[config.mk]
export PLATFORM = sky130hd
export DESIGN_NAME = smm_reloc_base
export DESIGN_NICKNAME = d
export VERILOG_FILES = /design/src/rtl/reloc_pkg.sv /design/src/rtl/reloc_mode_fsm.sv /design/src/rtl/reloc_slot.sv /design/src/rtl/reloc_base.sv /design/src/rtl/smm_reloc_base.sv
export SDC_FILE = /design/constraint.sdc
export NUM_CORES = 1
export LEC_CHECK = 0
export BUFFER_PORTS_ARGS = -buffer_cell sky130_fd_sc_hd__buf_4
export CAP_MARGIN = 20
export CORE_ASPECT_RATIO = 0.75
export CORE_UTILIZATION = 43
export CTS_BUF_LIST = sky130_fd_sc_hd__clkbuf_2
export CTS_CLUSTER_SIZE = 25
export DETAILED_ROUTE_END_ITERATION = 10
export HOLD_SLACK_MARGIN = 0.12
export PLACE_DENSITY = 0.79
export SLEW_MARGIN = 10
export SYNTH_ARGS = -nofsm -noshare
export SYNTH_HDL_FRONTEND = slang
export SYNTH_SLANG_ARGS = --single-unit
[constraint.sdc]
create_clock -name clk_i -period 4.4 [get_ports clk_i]
set_clock_uncertainty 0.05 [all_clocks]
set_input_delay 0.44 -clock clk_i [delete_from_list [all_inputs] [get_ports clk_i]]
set_output_delay 0.44 -clock clk_i [all_outputs]
set_load 0.005 [all_outputs]
[src/rtl/reloc_pkg.sv]
`timescale 1ns/1ps
package reloc_pkg;

    // Operating mode of the relocation logic
    typedef enum logic [1:0] {
        MODE_RUN  = 2'd0,
        MODE_SMM  = 2'd1,
        MODE_HALT = 2'd2
    } reloc_mode_e;

    // Qualified events handed from the mode tracker to the datapath
    typedef struct packed {
        logic enter;    // SMI recognised
        logic leave;    // resume accepted
        logic slot_wr;  // slot write accepted
    } reloc_ctl_t;

    // True when the low n bits of v are all zero
    function automatic logic low_bits_clear(input logic [63:0] v, input int unsigned n);
        logic acc;
        acc = 1'b1;
        for (int i = 0; i < 64; i++) begin
            if ((i < n) && v[i]) acc = 1'b0;
        end
        return acc;
    endfunction

endpackage

[src/rtl/reloc_mode_fsm.sv]
`timescale 1ns/1ps
module reloc_mode_fsm
    import reloc_pkg::*;
(
    input  logic       clk_i,
    input  logic       rst_i,
    input  logic       smi_i,
    input  logic       resume_i,
    input  logic       slot_wr_en_i,
    input  logic       slot_ok_i,
    output reloc_ctl_t ctl_o,
    output logic       halted_o
);

    reloc_mode_e state_q;

    always_comb begin
        ctl_o.enter   = smi_i        && (state_q == MODE_RUN);
        ctl_o.leave   = resume_i     && (state_q == MODE_SMM);
        ctl_o.slot_wr = slot_wr_en_i && (state_q == MODE_SMM);
    end

    always_ff @(posedge clk_i) begin
        if (rst_i) begin
            state_q <= MODE_RUN;
        end else begin
            case (state_q)
                MODE_RUN:  if (ctl_o.enter) state_q <= MODE_SMM;
                MODE_SMM:  if (ctl_o.leave) state_q <= slot_ok_i ? MODE_RUN : MODE_HALT;
                MODE_HALT: state_q <= MODE_HALT;
                default:   state_q <= MODE_HALT;
            endcase
        end
    end

    assign halted_o = (state_q == MODE_HALT);

    // shutdown is sticky until reset
    a_r7_halt_sticky: assert property (@(posedge clk_i) disable iff (rst_i)
        halted_o |=> halted_o);

    // shutdown only ever follows a resume with a misaligned slot
    a_r6_halt_cause: assert property (@(posedge clk_i) disable iff (rst_i)
        $rose(halted_o) |-> $past(ctl_o.leave && !slot_ok_i));

    // an SMI strobe inside the mode does not restart entry
    a_r9_no_nested_enter: assert property (@(posedge clk_i) disable iff (rst_i)
        (state_q != MODE_RUN) |-> !ctl_o.enter);

endmodule

[src/rtl/reloc_slot.sv]
`timescale 1ns/1ps
module reloc_slot
    import reloc_pkg::*;
#(
    parameter int unsigned     AW         = 32,
    parameter int unsigned     ALIGN_BITS = 15,
    parameter logic [AW-1:0]   RESET_BASE = 32'h0003_0000
) (
    input  logic          clk_i,
    input  logic          rst_i,
    input  logic          wr_take_i,
    input  logic          leave_i,
    input  logic [AW-1:0] wr_data_i,
    output logic          slot_ok_o,
    output logic [AW-1:0] pending_o
);

    logic [AW-1:0] slot_q;
    logic [AW-1:0] pending_q;

    assign slot_ok_o = low_bits_clear(64'(slot_q), ALIGN_BITS);
    assign pending_o = pending_q;

    always_ff @(posedge clk_i) begin
        if (rst_i) begin
            slot_q    <= RESET_BASE;
            pending_q <= RESET_BASE;
        end else begin
            if (wr_take_i)              slot_q    <= wr_data_i;
            if (leave_i && slot_ok_o)   pending_q <= slot_q;
        end
    end

    // the pending base never holds a misaligned value
    a_r6_pending_aligned: assert property (@(posedge clk_i) disable iff (rst_i)
        pending_q[ALIGN_BITS-1:0] == '0);

    // the pending base moves only on an accepted resume
    a_r4_pending_on_leave: assert property (@(posedge clk_i) disable iff (rst_i)
        (pending_q != $past(pending_q)) |-> $past(leave_i));

endmodule

[src/rtl/reloc_base.sv]
`timescale 1ns/1ps
module reloc_base #(
    parameter int unsigned     AW         = 32,
    parameter int unsigned     ALIGN_BITS = 15,
    parameter logic [AW-1:0]   RESET_BASE = 32'h0003_0000
) (
    input  logic          clk_i,
    input  logic          rst_i,
    input  logic          enter_i,
    input  logic [AW-1:0] pending_i,
    output logic [AW-1:0] base_o,
    output logic [AW-1:0] entry_o,
    output logic [AW-1:0] top_o
);

    localparam logic [AW-1:0] ONE       = {{(AW-1){1'b0}}, 1'b1};
    localparam logic [AW-1:0] ENTRY_OFS = ONE << ALIGN_BITS;
    localparam logic [AW-1:0] TOP_OFS   = (ENTRY_OFS << 1) - ONE;

    logic [AW-1:0] base_q;

    always_ff @(posedge clk_i) begin
        if (rst_i)        base_q <= RESET_BASE;
        else if (enter_i) base_q <= pending_i;
    end

    assign base_o  = base_q;
    assign entry_o = base_q + ENTRY_OFS;
    assign top_o   = base_q + TOP_OFS;

    // the live base changes only at a recognised SMI
    a_r5_base_on_enter: assert property (@(posedge clk_i) disable iff (rst_i)
        (base_q != $past(base_q)) |-> $past(enter_i));

    // the live base stays 32 KiB aligned
    a_r6_base_aligned: assert property (@(posedge clk_i) disable iff (rst_i)
        base_q[ALIGN_BITS-1:0] == '0);

endmodule

[src/rtl/smm_reloc_base.sv]
`timescale 1ns/1ps
module smm_reloc_base
    import reloc_pkg::*;
#(
    parameter int unsigned     AW         = 32,
    parameter int unsigned     ALIGN_BITS = 15,
    parameter logic [AW-1:0]   RESET_BASE = 32'h0003_0000
) (
    input  logic          clk_i,
    input  logic          rst_i,
    input  logic          slot_wr_en_i,
    input  logic [AW-1:0] slot_wr_data_i,
    input  logic          resume_i,
    input  logic          smi_i,
    output logic [AW-1:0] reloc_base_o,
    output logic [AW-1:0] handler_entry_o,
    output logic [AW-1:0] save_top_o,
    output logic          shutdown_o
);

    reloc_ctl_t    ctl;
    logic          slot_ok;
    logic [AW-1:0] pending;

    reloc_mode_fsm u_mode (
        .clk_i        (clk_i),
        .rst_i        (rst_i),
        .smi_i        (smi_i),
        .resume_i     (resume_i),
        .slot_wr_en_i (slot_wr_en_i),
        .slot_ok_i    (slot_ok),
        .ctl_o        (ctl),
        .halted_o     (shutdown_o)
    );

    reloc_slot #(.AW(AW), .ALIGN_BITS(ALIGN_BITS), .RESET_BASE(RESET_BASE)) u_slot (
        .clk_i     (clk_i),
        .rst_i     (rst_i),
        .wr_take_i (ctl.slot_wr),
        .leave_i   (ctl.leave),
        .wr_data_i (slot_wr_data_i),
        .slot_ok_o (slot_ok),
        .pending_o (pending)
    );

    reloc_base #(.AW(AW), .ALIGN_BITS(ALIGN_BITS), .RESET_BASE(RESET_BASE)) u_base (
        .clk_i     (clk_i),
        .rst_i     (rst_i),
        .enter_i   (ctl.enter),
        .pending_i (pending),
        .base_o    (reloc_base_o),
        .entry_o   (handler_entry_o),
        .top_o     (save_top_o)
    );

    // once shutdown is raised the base is frozen
    a_r7_base_frozen: assert property (@(posedge clk_i) disable iff (rst_i)
        shutdown_o |=> $stable(reloc_base_o));

endmodule

# ---- Yosys cells after proc, flatten, opt, wreduce, memory -nomap -nowiden
# Cells that the tools add are included.
dict set report totals {
  ff_bits 98
  inputBits 37
  output_inout_bits 97
  wordCells 35
}
dict set report classes {
  n_addsub 2
  n_eq_ne 4
  muxes 19
  reduce_logical 6
}
# op n
set op_table {}
lappend op_table {{32-bit by 16-bit adder with 32-bit output, second input constant} 2}
lappend op_table {{1-bit two-way mux} 15}
lappend op_table {{2-bit two-way mux} 3}
lappend op_table {{1-bit logical AND} 4}
lappend op_table {{2-bit by 1-bit inequality test with 1-bit output, second input constant} 2}
lappend op_table {{2-bit one-hot mux with 2 select lines} 1}
lappend op_table {{2-bit by 1-bit == test with 1-bit output, second input constant} 1}
lappend op_table {{2-bit == test, second input constant} 1}
lappend op_table {{2-bit zero test} 1}
lappend op_table {{2-bit AND reduction} 1}

# ---- Longest topological paths before layout
dict set report logic_depth {
  depth_word 18
  ltp_mapped 7
  ltp_nobuf 7
}

# ---- By module
# A second synthesis with hierarchy kept.
dict set report unflattened {
  cells_unflattened 493
  area_unflattened_um2 4654.5
}
# module instances cells_each area_per_inst_um2 seq_area_each_um2
set by_module_without_submodules {}
lappend by_module_without_submodules {reloc_slot 1 220 2388.5 1281.2}
lappend by_module_without_submodules {reloc_base 1 261 2164.6 640.6}
lappend by_module_without_submodules {reloc_mode_fsm 1 12 101.3 40.0}

# ---- Least setup slack after synthesis
# Ideal clock, no wire load.
dict set report synth_timing {
  kind {reg2out}
  start {register u_base.base_q[0], in the netlist u_base.base_o[0]}
  end {output save_top_o[26]}
  arrival_time_ns 1.942
  t_required_ns 3.910
  slack_ns 1.968
  path_stages_with_launch 8
  path_buffers 0
  cell_sequence {dfxtp_1 inv_1 ha_1 or4b_1 or3_4 o21ai_4 nor3_1 xor2_1}
}
dict set report synth_between {
  elab_chain_len 1
}
# item line
set synth_rtl {}
lappend synth_rtl {{start: declaration} reloc_base.sv:20} ;# logic [AW-1:0] base_q;
lappend synth_rtl {{start signal: assignment} reloc_base.sv:24} ;# else if (enter_i) base_q <= pending_i;
lappend synth_rtl {{32-bit by 16-bit adder with 32-bit output} reloc_base.sv:29} ;# assign top_o = base_q + TOP_OFS;
lappend synth_rtl {{end: declaration} smm_reloc_base.sv:17} ;# output logic [AW-1:0] save_top_o,
# Every way passes these cells.

# ---- Worst setup path in the final report
dict set report layout_timing {
  start {register u_base.base_q[0], in the netlist u_base.base_o[0]}
  end {output save_top_o[24]}
}
# Same word-level chain as after synthesis.

==> results.json <==
{
  "avgRoutedWirePerCell_microns": 13.60,
  "path_max_fanout": 6,
  "worstSetupEndpointType": "output port",
  "clockBufferDepth": 2,
  "syn-num-nets": 565,
  "die_h_microns": 88.90,
  "drive_above_1_share_pct": 24.40,
  "cts-root-buf": "clkbuf_2",
  "syn_area_per_cell_sq_um": 8.246,
  "ctsResizeCount": 0,
  "critPathSlowestCell": "or4b_1",
  "grt_pass1_wl_mm": 17.24,
  "netlist_instances": 525,
  "hold_viol_final": 0,
  "cts_buffers": 9,
  "postCtsSetupBuffers": 0,
  "place_congestion": 0.9064,
  "fin_crit_sh_pct": 76.41,
  "vias": 3937,
  "synth-seq-area-share_pct": 45.32,
  "pin_count": 134,
  "yosysUniqueCellTypes": 42,
  "final_nets": 699,
  "clock-sinks": 98,
  "cp_cell_sequence": "inv_1, ha_1, or4b_1, or3_4, o21ai_4, nor2_1, xor2_1, buf_4",
  "grt_pass1_vias": 3574,
  "worst_slack_ns": 1.038,
  "cts_tree": "done",
  "row_count": 31,
  "slew_viol_final": 0,
  "cp.arrival_ns": 2.87,
  "cap_violations": 0,
  "worst_pin_slew_ns": 1.107,
  "slowest_delay_ns": 0.56,
  "drc": 0,
  "fin_crit_ns": 3.362,
  "clock.fmax_ghz": 0.2975,
  "avgViaCountPerCell": 4.946,
  "areaGrowthSynthToFinish_pct": 31.71,
  "irDropWorstVdd_mv": 0.1746,
  "syn_area_sq_um": 4329,
  "track_usage_pct": 20.35,
  "dp_hpwl_mm": 7.469,
  "cts.hold.buffers_added": 34,
  "ys_seq_elements": 98,
  "crit_type": "reg -> out",
  "rsz0062_at_grt": "no",
  "grt.overflow.total": 0,
  "path_buf_inv": 2,
  "clk_pin_slew_ns": 0.26,
  "startpoint_type": "register",
  "critPathTopFamily": "simple AND/OR/NAND/NOR gates",
  "tns_ns": 0,
  "clock_latency_ns": 0.52,
  "die_width_microns": 117.9,
  "pre_cts_ws_ns": 1.661,
  "initial_utilization_pct": 44.47,
  "ant_nets": 0,
  "relSlewSlack_pct": 26.20,
  "antenna_found_initial": 0,
  "die_area_sq_um": 10480,
  "ys_warn_count": 0,
  "p_leak_nw": 2.343,
  "dr.pass1.iters": 5,
  "crit_required_ns": 3.91,
  "setup_viol": 0,
  "grt_max_degree": 85,
  "diodes": 0,
  "total_power_mw": 1.462,
  "hold_class": "reg -> reg",
  "wirelength_mm": 10.82,
  "core_area_sq_um": 9736,
  "drt_iter0_drc": 246,
  "status": "completed",
  "io_buffer_count": 133,
  "cts_max_level": 3,
  "pwr_density_cell_nw_per_um2": 256.4
}
per-layer routing:
metal	vias up	global-route usage [%]	part of all wire, %
met4	0	8.159	1.6
li1	1976	-	-
met2	137	34.01	46
met5	-	0	0
met3	14	2.870	4.9
met1	1810	27.00	48
worst paths after layout:
| path | end | from | cells past startpoint | slack (ns) |
|---|---|---|---|---|
| max | save_top_o[24] | u_base.base_o[0] | 8 | 1.04 |
| min | u_base.base_o[15] | u_slot.pending_o[15] | 2 | 0.40 |
| max reg2reg | u_slot.pending_o[13] | u_slot.slot_q[0] | 6 | 2.17 |
| min reg2reg | u_base.base_o[15] | u_slot.pending_o[15] | 2 | 0.40 |
Yosys cell counts, drive strengths merged:
cell	n	share of area, %
a2111oi	1	0.20
a211o	2	0.40
a21boi	1	0.26
a21oi	60	6.9
a31oi	1	0.14
and2	16	2.3
and3	4	0.61
and3b	1	0.20
and4	3	0.64
buf	23	3.8
clkbuf	25	2.6
dfxtp	98	45
ha	3	0.87
inv	5	0.43
mux2i	15	3.5
nand2	145	13
nand3	7	0.81
nand3b	5	0.87
nand4	3	0.43
nor2	33	2.9
nor2b	3	0.43
nor3	6	0.69
nor4	8	1.5
o2111ai	1	0.35
o211ai	4	0.69
o21ai	3	0.61
o31ai	2	0.35
or2	1	0.14
or3	1	0.26
or4	2	0.43
or4b	1	0.23
xnor2	22	4.5
xor2	20	4.0
logic make-up after synthesis:
logic type                 share of synthesized area (%)
buffers and inverters                              6.907
AOI/OAI and AO/OA                                  9.942
DFF                                                45.32
muxes                                              3.468
and+or+nand+nor                                    25.00
adders and majority gates                         0.8671
xor gates and xnor gates                           8.497
worst register-to-register path: stages, from the launching register on:
cell and delay [ns]:
dfxtp_1 0.37, nor4_1 0.44, nand4_1 0.22, nor3_2 0.21
buf_4 0.33, nor2_1 0.26, and2_1 0.28
state kept, by name (all words and copies together) (netlist names):
| name | flops |
|---|---|
| u_mode.state_q | 2 |
| u_slot.slot_q | 32 |
| u_base.base_o | 32 |
| u_slot.pending_o | 32 |
layout make-up:
| cell class | instances | area, sq um |
|---|---|---|
| Clock buffer | 9 | 45.04 |
| Clock inverter | 7 | 46.29 |
| Fill cell | 880 | 4034 |
| Inverter | 5 | 18.77 |
| Multi-Input combinational cell | 374 | 2073 |
| Sequential cell | 98 | 1962 |
| Tap cell | 132 | 165.2 |
| Timing Repair Buffer | 171 | 1391 |
layout by cell type, fill, tap and decap left out, drive strengths merged, types with 3 or more instances in the layout:
| cell | count |
|---|---|
| nor3 | 6 |
| xor2 | 20 |
| nor2b | 3 |
| a21oi | 60 |
| nor4 | 8 |
| nand4 | 3 |
| ha | 3 |
| buf | 137 |
| inv | 5 |
| dlygate4sd3 | 34 |
| nand2 | 145 |
| o21ai | 3 |
| nand3 | 7 |
| nor2 | 33 |
| and2 | 16 |
| dfxtp | 98 |
| o211ai | 4 |
| clkinvlp | 5 |
| clkbuf | 9 |
| and3 | 4 |
| xnor2 | 22 |
| and4 | 3 |
| mux2i | 15 |
| nand3b | 5 |
through the flow:
| stage | instances | instance area [sq um] | utilization [%] | hold slack, ns |
|---|---|---|---|---|
| floorplan | 525 | 4329 | - | 0.3773 |
| global placement | 743 | 5225 | 53.67 | 0.3871 |
| detailed placement | 744 | 5240 | 53.82 | 0.3897 |
| CTS | 794 | 5672 | 58.26 | 0.3835 |
| global route | 796 | 5702 | 58.57 | 0.4098 |
| finish | 796 | 5702 | 58.57 | 0.3975 |
report_power, final:
| group | total (mW) | internal, mW | switching (mW) | leakage (nW) |
|---|---|---|---|---|
| combinational | 0.174 | 0.0837 | 0.0901 | 1.51 |
| sequential | 0.930 | 0.911 | 0.0192 | 0.792 |
| clock | 0.358 | 0.0698 | 0.289 | 0.0436 |
Note: power is estimated with default switching activity, not from simulation.
